<file path="src/rtl/spi_stat_pkg.sv">
package spi_stat_pkg;
   localparam logic [7:0] OPC_WRSR = 8'h01;
   localparam logic [7:0] OPC_WRDI = 8'h04;
   localparam logic [7:0] OPC_RDSR = 8'h05;
   localparam logic [7:0] OPC_WREN = 8'h06;

   // positions of writable fields inside the data byte of a status write
   localparam int unsigned POS_WPEN = 7;
   localparam int unsigned POS_BP1  = 3;
   localparam int unsigned POS_BP0  = 2;

   typedef struct packed {
      logic       wpen;
      logic [1:0] bp;
   } prot_t;
endpackage

</file>
<file path="src/rtl/ssr_sync.sv">
module ssr_sync #(
   parameter int unsigned    W      = 3,
   parameter int unsigned    STAGES = 2,
   parameter logic [W-1:0]   RST    = '0
) (
   input  logic         clk,
   input  logic         rst_n,
   input  logic [W-1:0] d,
   output logic [W-1:0] q
);
   logic [W-1:0] chain [STAGES];

   always_ff @(posedge clk or negedge rst_n) begin
      if (!rst_n) chain[0] <= RST;
      else        chain[0] <= d;
   end

   for (genvar s = 1; s < STAGES; s++) begin : g_stage
      always_ff @(posedge clk or negedge rst_n) begin
         if (!rst_n) chain[s] <= RST;
         else        chain[s] <= chain[s-1];
      end
   end

   assign q = chain[STAGES-1];
endmodule

</file>
<file path="src/rtl/ssr_frame.sv">
module ssr_frame
   import spi_stat_pkg::*;
(
   input  logic        clk,
   input  logic        rst_n,
   input  logic        sck_q,
   input  logic        cs_q,
   input  logic        si_q,
   input  logic [7:0]  status_in,
   output logic        so_data,
   output logic        so_oe,
   output logic        cmd_valid,
   output logic [7:0]  cmd_op,
   output logic        cmd_has_data,
   output prot_t       cmd_fields
);
   logic       sck_d, cs_d;
   logic [2:0] bit_cnt;
   logic [1:0] byte_cnt;
   logic [7:0] shreg, tx;
   logic       tx_arm;
   logic [7:0] sh_nx, cur_op;
   logic       sck_rise, sck_fall;

   assign sck_rise = sck_q & ~sck_d & ~cs_q;
   assign sck_fall = ~sck_q & sck_d & ~cs_q;
   assign sh_nx    = {shreg[6:0], si_q};
   assign cur_op   = (byte_cnt == 2'd0) ? sh_nx : cmd_op;

   always_ff @(posedge clk or negedge rst_n) begin
      if (!rst_n) begin
         sck_d        <= 1'b0;
         cs_d         <= 1'b1;
         bit_cnt      <= '0;
         byte_cnt     <= '0;
         shreg        <= '0;
         tx           <= '0;
         tx_arm       <= 1'b0;
         so_data      <= 1'b0;
         so_oe        <= 1'b0;
         cmd_valid    <= 1'b0;
         cmd_op       <= '0;
         cmd_has_data <= 1'b0;
         cmd_fields   <= '0;
      end else begin
         sck_d     <= sck_q;
         cs_d      <= cs_q;
         cmd_valid <= 1'b0;
         if (cs_q) begin
            if (!cs_d) begin
               cmd_valid    <= (bit_cnt == 3'd0) && (byte_cnt != 2'd0);
               cmd_has_data <= (byte_cnt >= 2'd2);
            end
            bit_cnt  <= '0;
            byte_cnt <= '0;
            tx_arm   <= 1'b0;
            so_oe    <= 1'b0;
         end else if (sck_rise) begin
            shreg   <= sh_nx;
            bit_cnt <= bit_cnt + 3'd1;
            if (bit_cnt == 3'd7) begin
               if (byte_cnt == 2'd0) cmd_op <= sh_nx;
               if (byte_cnt == 2'd1)
                  cmd_fields <= '{wpen: sh_nx[POS_WPEN],
                                  bp:   {sh_nx[POS_BP1], sh_nx[POS_BP0]}};
               if (byte_cnt != 2'd3) byte_cnt <= byte_cnt + 2'd1;
               if (cur_op == OPC_RDSR) begin
                  tx     <= status_in;
                  tx_arm <= 1'b1;
               end
            end
         end else if (sck_fall && tx_arm) begin
            so_oe   <= 1'b1;
            so_data <= tx[7];
            tx      <= {tx[6:0], 1'b0};
         end
      end
   end
endmodule

</file>
<file path="src/rtl/ssr_status.sv">
module ssr_status
   import spi_stat_pkg::*;
#(
   parameter int unsigned WR_CYCLES = 2000,
   parameter prot_t       PROT_INIT = '0
) (
   input  logic       clk,
   input  logic       rst_n,
   input  logic       cmd_valid,
   input  logic [7:0] cmd_op,
   input  logic       cmd_has_data,
   input  prot_t      cmd_fields,
   input  logic       ext_busy,
   output logic       wel,
   output prot_t      prot,
   output logic       tmr_busy,
   output logic       wip,
   output logic [7:0] status
);
   localparam int unsigned TW = $clog2(WR_CYCLES + 1);

   logic [TW-1:0] cnt;

   assign tmr_busy = (cnt != '0);
   assign wip      = ext_busy | tmr_busy;
   assign status   = {prot.wpen, 3'b000, prot.bp, wel, wip};

   always_ff @(posedge clk or negedge rst_n) begin
      if (!rst_n) begin
         wel  <= 1'b0;
         prot <= PROT_INIT;
         cnt  <= '0;
      end else begin
         if (cmd_valid) begin
            case (cmd_op)
               OPC_WREN: wel <= 1'b1;
               OPC_WRDI: wel <= 1'b0;
               OPC_WRSR: if (cmd_has_data && wel && !wip) begin
                  prot <= cmd_fields;
                  cnt  <= TW'(WR_CYCLES);
               end
               default: ;
            endcase
         end
         if (tmr_busy) begin
            cnt <= cnt - TW'(1);
            if (cnt == TW'(1)) wel <= 1'b0;
         end
      end
   end
endmodule

</file>
<file path="src/rtl/spi_status_ctrl.sv">
module spi_status_ctrl
   import spi_stat_pkg::*;
#(
   parameter int unsigned WR_CYCLES   = 2000,
   parameter int unsigned SYNC_STAGES = 2,
   parameter prot_t       PROT_INIT   = '0
) (
   input  logic       clk,
   input  logic       rst_n,
   input  logic       sck,
   input  logic       cs_n,
   input  logic       si,
   input  logic       ext_busy,
   output logic       so_data,
   output logic       so_oe,
   output logic       wel,
   output logic [1:0] bp,
   output logic       wpen,
   output logic       wip
);
   if (WR_CYCLES < 1) begin : g_bad_cycles
      $error("WR_CYCLES must be at least 1");
   end
   if (SYNC_STAGES < 2) begin : g_bad_sync
      $error("SYNC_STAGES must be at least 2");
   end

   logic       sck_q, cs_q, si_q;
   logic       cmd_valid, cmd_has_data, tmr_busy;
   logic [7:0] cmd_op, status;
   prot_t      cmd_fields, prot;

   ssr_sync #(.W(3), .STAGES(SYNC_STAGES), .RST(3'b010)) i_sync (
      .clk(clk), .rst_n(rst_n),
      .d({sck, cs_n, si}), .q({sck_q, cs_q, si_q})
   );

   ssr_frame i_frame (
      .clk(clk), .rst_n(rst_n),
      .sck_q(sck_q), .cs_q(cs_q), .si_q(si_q),
      .status_in(status),
      .so_data(so_data), .so_oe(so_oe),
      .cmd_valid(cmd_valid), .cmd_op(cmd_op),
      .cmd_has_data(cmd_has_data), .cmd_fields(cmd_fields)
   );

   ssr_status #(.WR_CYCLES(WR_CYCLES), .PROT_INIT(PROT_INIT)) i_status (
      .clk(clk), .rst_n(rst_n),
      .cmd_valid(cmd_valid), .cmd_op(cmd_op),
      .cmd_has_data(cmd_has_data), .cmd_fields(cmd_fields),
      .ext_busy(ext_busy),
      .wel(wel), .prot(prot), .tmr_busy(tmr_busy),
      .wip(wip), .status(status)
   );

   assign bp   = prot.bp;
   assign wpen = prot.wpen;
endmodule

</file>
<file path="config.mk">
export PLATFORM = sky130hd
export DESIGN_NAME = spi_status_ctrl
export DESIGN_NICKNAME = d
export VERILOG_FILES = /design/src/rtl/spi_stat_pkg.sv /design/src/rtl/ssr_sync.sv /design/src/rtl/ssr_frame.sv /design/src/rtl/ssr_status.sv /design/src/rtl/spi_status_ctrl.sv
export SDC_FILE = /design/constraint.sdc
export NUM_CORES = 1
export LEC_CHECK = 0
export BUFFER_PORTS_ARGS = -buffer_cell sky130_fd_sc_hd__buf_2
export CORE_MARGIN = 2
export CORE_UTILIZATION = 57
export CTS_BUF_LIST = sky130_fd_sc_hd__clkbuf_2
export DETAILED_ROUTE_END_ITERATION = 7
export GPL_ROUTABILITY_DRIVEN = 0
export PLACE_DENSITY = 0.86
export SLEW_MARGIN = 5
export SYNTH_ARGS = -nofsm -noshare
export SYNTH_HDL_FRONTEND = slang
export SYNTH_HIERARCHICAL = 1
export SYNTH_SLANG_ARGS = --single-unit
export TNS_END_PERCENT = 10
</file>
<file path="constraint.sdc">
create_clock -name clk -period 1.6 [get_ports clk]
set_input_delay 0.32 -clock clk [delete_from_list [all_inputs] [get_ports clk]]
set_output_delay 0.32 -clock clk [all_outputs]
set_load 0.02 [all_outputs]
</file>
After elaboration in Yosys (flattened, before gate mapping) --
Cells that the tools add are included.
Word-level totals: bits in registers 59, input bits 6, output and inout bits 7, logic and storage cells 102
Cells by class: add/sub/neg operators 3, order comparisons 1, eq/ne operators 11, muxes and demuxes 28, bitwise gates (word level) 10, reductions and logical operators 29
Operators by type and width (count):
- 11-bit two-way mux | 4
- 8-bit two-way mux | 5
- 8-bit by 3-bit == test with 1-bit output, second input constant | 3
- 2-bit nonzero test | 10
- 3-bit AND reduction | 6
- 1-bit two-way mux | 12
- 11-bit by 1-bit == test with 1-bit output, second input constant | 1
- 11-bit nonzero test | 1
- 11-bit by 1-bit subtractor with 11-bit output, second input constant | 1
- 8-bit by 1-bit == test with 1-bit output, second input constant | 1
- 2-bit two-way mux | 4
- 2-bit != test, second input constant | 4
- 4-bit AND reduction | 2
- 3-bit two-way mux | 2
- 2-bit AND reduction | 3
- 1-bit NOT | 5
- 1-bit AND | 4
- 1-bit logical AND | 4
- 3-bit by 1-bit adder with 3-bit output, second input constant | 1
- 3-bit == test, second input constant | 1
- 3-bit logical NOT | 1
- 2-bit by 1-bit adder with 2-bit output, second input constant | 1
- 2-bit by 1-bit == test with 1-bit output, second input constant | 1
- 2-bit >= comparator, second input constant | 1
- other kinds (4) | 4

Logic depth before layout (Yosys ltp) --
depth in word-level cells 8, depth in mapped cells 8, gate-level depth less buffers 6

Modules after synthesis --
Netlist, hierarchy kept.
Modules (own cells, without submodules):
- ssr_frame | times used 1, cells an instance 122, area an instance 1759.2 um^2, sequential area each 952.2 um^2
- ssr_status | times used 1, cells an instance 80, area an instance 879.6 um^2, sequential area each 375.4 um^2
- ssr_sync | times used 1, cells an instance 9, area an instance 175.2 um^2, sequential area each 152.6 um^2

Worst setup path after synthesis --
OpenSTA, ideal clock, no wires.
path type register -> register, from reg i_status.cnt[0], to reg i_status.cnt[6], setup time 126 ps, arrival 1683 ps, required time 1474 ps, path slack -209 ps, stages on the path, launching flop included 6, buffers on the path 0, clock period less this slack 1809 ps, cells stage by stage dfrtp_1 -> inv_1 -> ha_1 -> or3b_1 -> or3_1 -> a221o_1
On the way: word-level cells in the longest chain between the ends 6, elaborated cells between the ends (all ways) 10, classes of those cells 1 x add/sub; 1 x mux; 1 x bitwise; 7 x reduce/logical
RTL lines:
- from (decl) | RTL line ssr_status.sv:22 | logic [TW-1:0] cnt;
- from (signal assigned) | RTL line ssr_status.sv:40 | cnt <= TW'(WR_CYCLES);
- from (signal assigned) | RTL line ssr_status.sv:46 | cnt <= cnt - TW'(1);
- branches (longest 6 deep; another with 11-bit by 1-bit subtractor with 11-bit output)
Several ways; the timed one is not identified. A chain may end at the register's enable or synchronous reset.

Worst setup path after layout --
from reg i_status.cnt[4], to out wip
On the way: word-level cells in the longest chain between the ends 2
RTL lines:
- 11-bit nonzero test | RTL line ssr_status.sv:24 | assign tmr_busy = (cnt != '0);
- 1-bit bitwise OR | RTL line ssr_status.sv:25 | assign wip = ext_busy | tmr_busy;
- to (decl) | RTL line spi_status_ctrl.sv:19 | output logic wip
No other way between the ends.

==> results_dict.tcl <==
set metrics [dict create \
    clock_path_buffers 2 \
    setup_slack_ps -431.4 \
    global_route.overflow_total 0 \
    num_antenna_cells 0 \
    syn_area_per_cell_sq_um 13.34 \
    path_max_fanout 2 \
    peakVddDrop_mv 0.5373 \
    core_area_sq_um 4755 \
    drcViolationCount 0 \
    violations "negative setup slack" \
    cts_root_buffer "clkbuf_2" \
    fin_crit_sh_pct 127.0 \
    relSlewSlack_pct 66.51 \
    synth_edf_count 0 \
    drive_gt1_share_pct 54.45 \
    maxCapViolCount 0 \
    finalHoldViolCount 0 \
    clock_skew_ps 20.11 \
    crit_arrival_ps 1710 \
    worstSetupStartpointType "flop" \
    fp-row-count 25 \
    drt_wl_total_microns 6232 \
    end_kind "output port" \
    ys_seq_elements 59 \
    via_count 1900 \
    synth-main-ff-cell "dfrtp_1" \
    die_y_microns 74.26 \
    clkLatencyLatePin_ps 500 \
    finalSetupViolCount 30 \
    clk_pin_slew_worst_paths_ps 170 \
    clock-sinks 59 \
    yosysUniqueCellTypes 49 \
    final_util_pct 76.34 \
    antenna_found_initial 0 \
    drv_slew 0 \
    power.total_w 0.003042 \
    rsz0062_at_grt "true" \
    timing_worst_setup_path_type "reg2out" \
    grt_pass1_vias 1977 \
    outcome "finished, violations left" \
    cts_made_buffers 9 \
    syn_inst 211 \
    postRouteAntennaNets 0 \
    h-tree-depth 3 \
    io_buffers 12 \
    drt-pass1-iter-count 4 \
    r2r_cells 5 \
    power.static_leakage_nw 1.750 \
    power.density_nw_per_um2 838.2 \
    async_flop_share_pct 100.0 \
    finalInstanceArea_sq_um 3630 \
    ios 13 \
    dieArea_sq_um 5515 \
    vias_per_cell 5.460 \
    timing.hold.ws_ps 299.9 \
    finalSetupTns_ps -3706 \
    ys_seq_area_share_pct 52.60 \
    grt_pass1_wl_microns 9494 \
    grt_usage_pct 24.13 \
    fin_crit_ps 2031 \
    layout_commonest_cell "dfrtp_1" \
    worst_ep_required_time_ps 1280 \
    fmax_mhz 492.3 \
    area_growth_syn_to_layout_pct 28.99 \
    yosys_warnings 6 \
    wl_per_cell_microns 17.91 \
    mostFrequentLayoutCells "56 x dfrtp_1, 44 x buf_4, 23 x mux2_2" \
    worst_pin_slew_ps 502.4 \
    grt_max_degree 23 \
    synth_area_sq_um 2814 \
    die_w_microns 74.26 \
    initial_core_util_pct 59.18 \
    dp_hpwl_microns 3821 \
    min_path_type "in2async" \
    drt-initial-drc-count 196 \
    placedInstanceArea_sq_um 3229 \
    final_nets 292 \
    cts_tree "done" \
]
per-layer routing:
metal / GRT usage [%] / vias to the layer above / wire length (microns)
met2: 38.19 / 55 / 3259
met5: 0 / - / 0
met1: 29.65 / 952 / 2472
met3: 8.401 / 21 / 282
li1: - / 872 / -
met4: 11.90 / 0 / 216
synthesized netlist by cell type, types with 2 or more instances:
| master | instances | share of area, % |
|---|---|---|
| mux2_2 | 26 | 10 |
| ha_1 | 9 | 4.0 |
| nand2b_1 | 3 | 0.67 |
| nor3_1 | 4 | 0.71 |
| and2_1 | 2 | 0.44 |
| dfstp_2 | 3 | 2.8 |
| nor4bb_1 | 2 | 0.71 |
| a21oi_1 | 5 | 0.89 |
| dfrtp_1 | 56 | 50 |
| o31ai_1 | 2 | 0.53 |
| or4_1 | 2 | 0.53 |
| inv_1 | 7 | 0.93 |
| mux2i_1 | 6 | 2.1 |
| nand3_1 | 2 | 0.36 |
| nand2_1 | 9 | 1.2 |
| buf_6 | 3 | 1.2 |
| nor4_1 | 2 | 0.44 |
| xnor2_1 | 4 | 1.2 |
| nor4b_1 | 3 | 0.93 |
| nor2_1 | 8 | 1.1 |
| buf_4 | 12 | 3.2 |
| mux2_4 | 10 | 5.3 |
| or3_1 | 2 | 0.44 |
| o21ai_0 | 4 | 0.71 |
critical path, cell delays in order, from the launching register on:
cell,delay (ps)
dfrtp_1,440
nor4_4,320
and4_4,290
nand2b_4,60
buf_6,130
where the power goes:
| part | leakage (nW) | total [W] | internal (W) | switching [W] |
|---|---|---|---|---|
| clock | 0.0752 | 0.00103 | 0.000498 | 0.000536 |
| sequential | 0.754 | 0.00165 | 0.00158 | 0.0000664 |
| combinational | 0.920 | 0.000362 | 0.000195 | 0.000168 |
| total | 1.75 | 0.00304 | 0.00227 | 0.000770 |
registers in the layout, indices dropped and copies added (netlist names), 2 cells and up:
| name | count |
|---|---|
| i_frame/bit_cnt | 3 |
| i_frame/byte_cnt | 2 |
| i_frame/cmd_fields | 3 |
| i_frame/cmd_op | 8 |
| i_frame/shreg | 7 |
| i_frame/tx | 8 |
| i_status/cnt | 11 |
| i_status/prot | 3 |
| i_sync/chain | 3 |
| i_sync/q | 3 |
path summary, 6_finish.rpt:
kind	end	start	slack, ps
worst max-delay path	wip	i_status/cnt[4]$_DFFE_PN0P_	-430
worst min-delay path	i_frame/bit_cnt[2]$_DFFE_PN0P_	rst_n	300
worst max register to register	i_status/cnt[6]$_DFFE_PN0P_	i_status/cnt[0]$_DFFE_PN0P_	-230
worst min register to register	i_sync/q[1]$_DFF_PN1_	i_sync/chain[4]$_DFF_PN1_	370
max in group asynchronous	i_frame/tx[2]$_DFFE_PN0P_	rst_n	800
min in group clk	i_status/cnt[10]$_DFFE_PN0P_	ext_busy	340
repair_timing:
item                       in CTS  in global routing
hold endpoints to repair       17                  0
setup endpoints to repair      32                 41
pin swaps                       5                 10
hold buffers                    4                  0
gates cloned                    0                  0
resized for setup              20                 24
setup buffers                   3                  4
cell type report:
cell class / instances / area (sq um)
multi-input combinational: 131 / 1345
clock buffer: 9 / 45.04
timing repair buffer: 68 / 559.3
tap: 67 / 83.83
inverter: 8 / 35.03
clock inverter: 6 / 81.33
sequential: 59 / 1480
fill: 299 / 1125
logic make-up (layout without fill, tap and decap cells):
logic type / after synthesis / count (layout) / synth area share (%)
buffers and inverters: 23 / 91 / 5.647
muxes: 42 / 42 / 17.87
adders and majority gates: 9 / 9 / 4.002
xor gates and xnor gates: 5 / 5 / 1.556
DFF: 59 / 59 / 52.60
other: 1 / 3 / 0.1333
AOI/OAI and AO/OA: 16 / 16 / 3.468
and+or+nand+nor: 56 / 56 / 14.72
metrics by stage:
stage	setup slack (ps)	instances
after CTS	-473.7	344
after global placement	-114.5	322
after global routing	-533.6	348
after detailed placement	-161.1	322
final	-431.4	348
after floorplan	-129.4	213
Note: power is estimated with default switching activity, not from simulation.
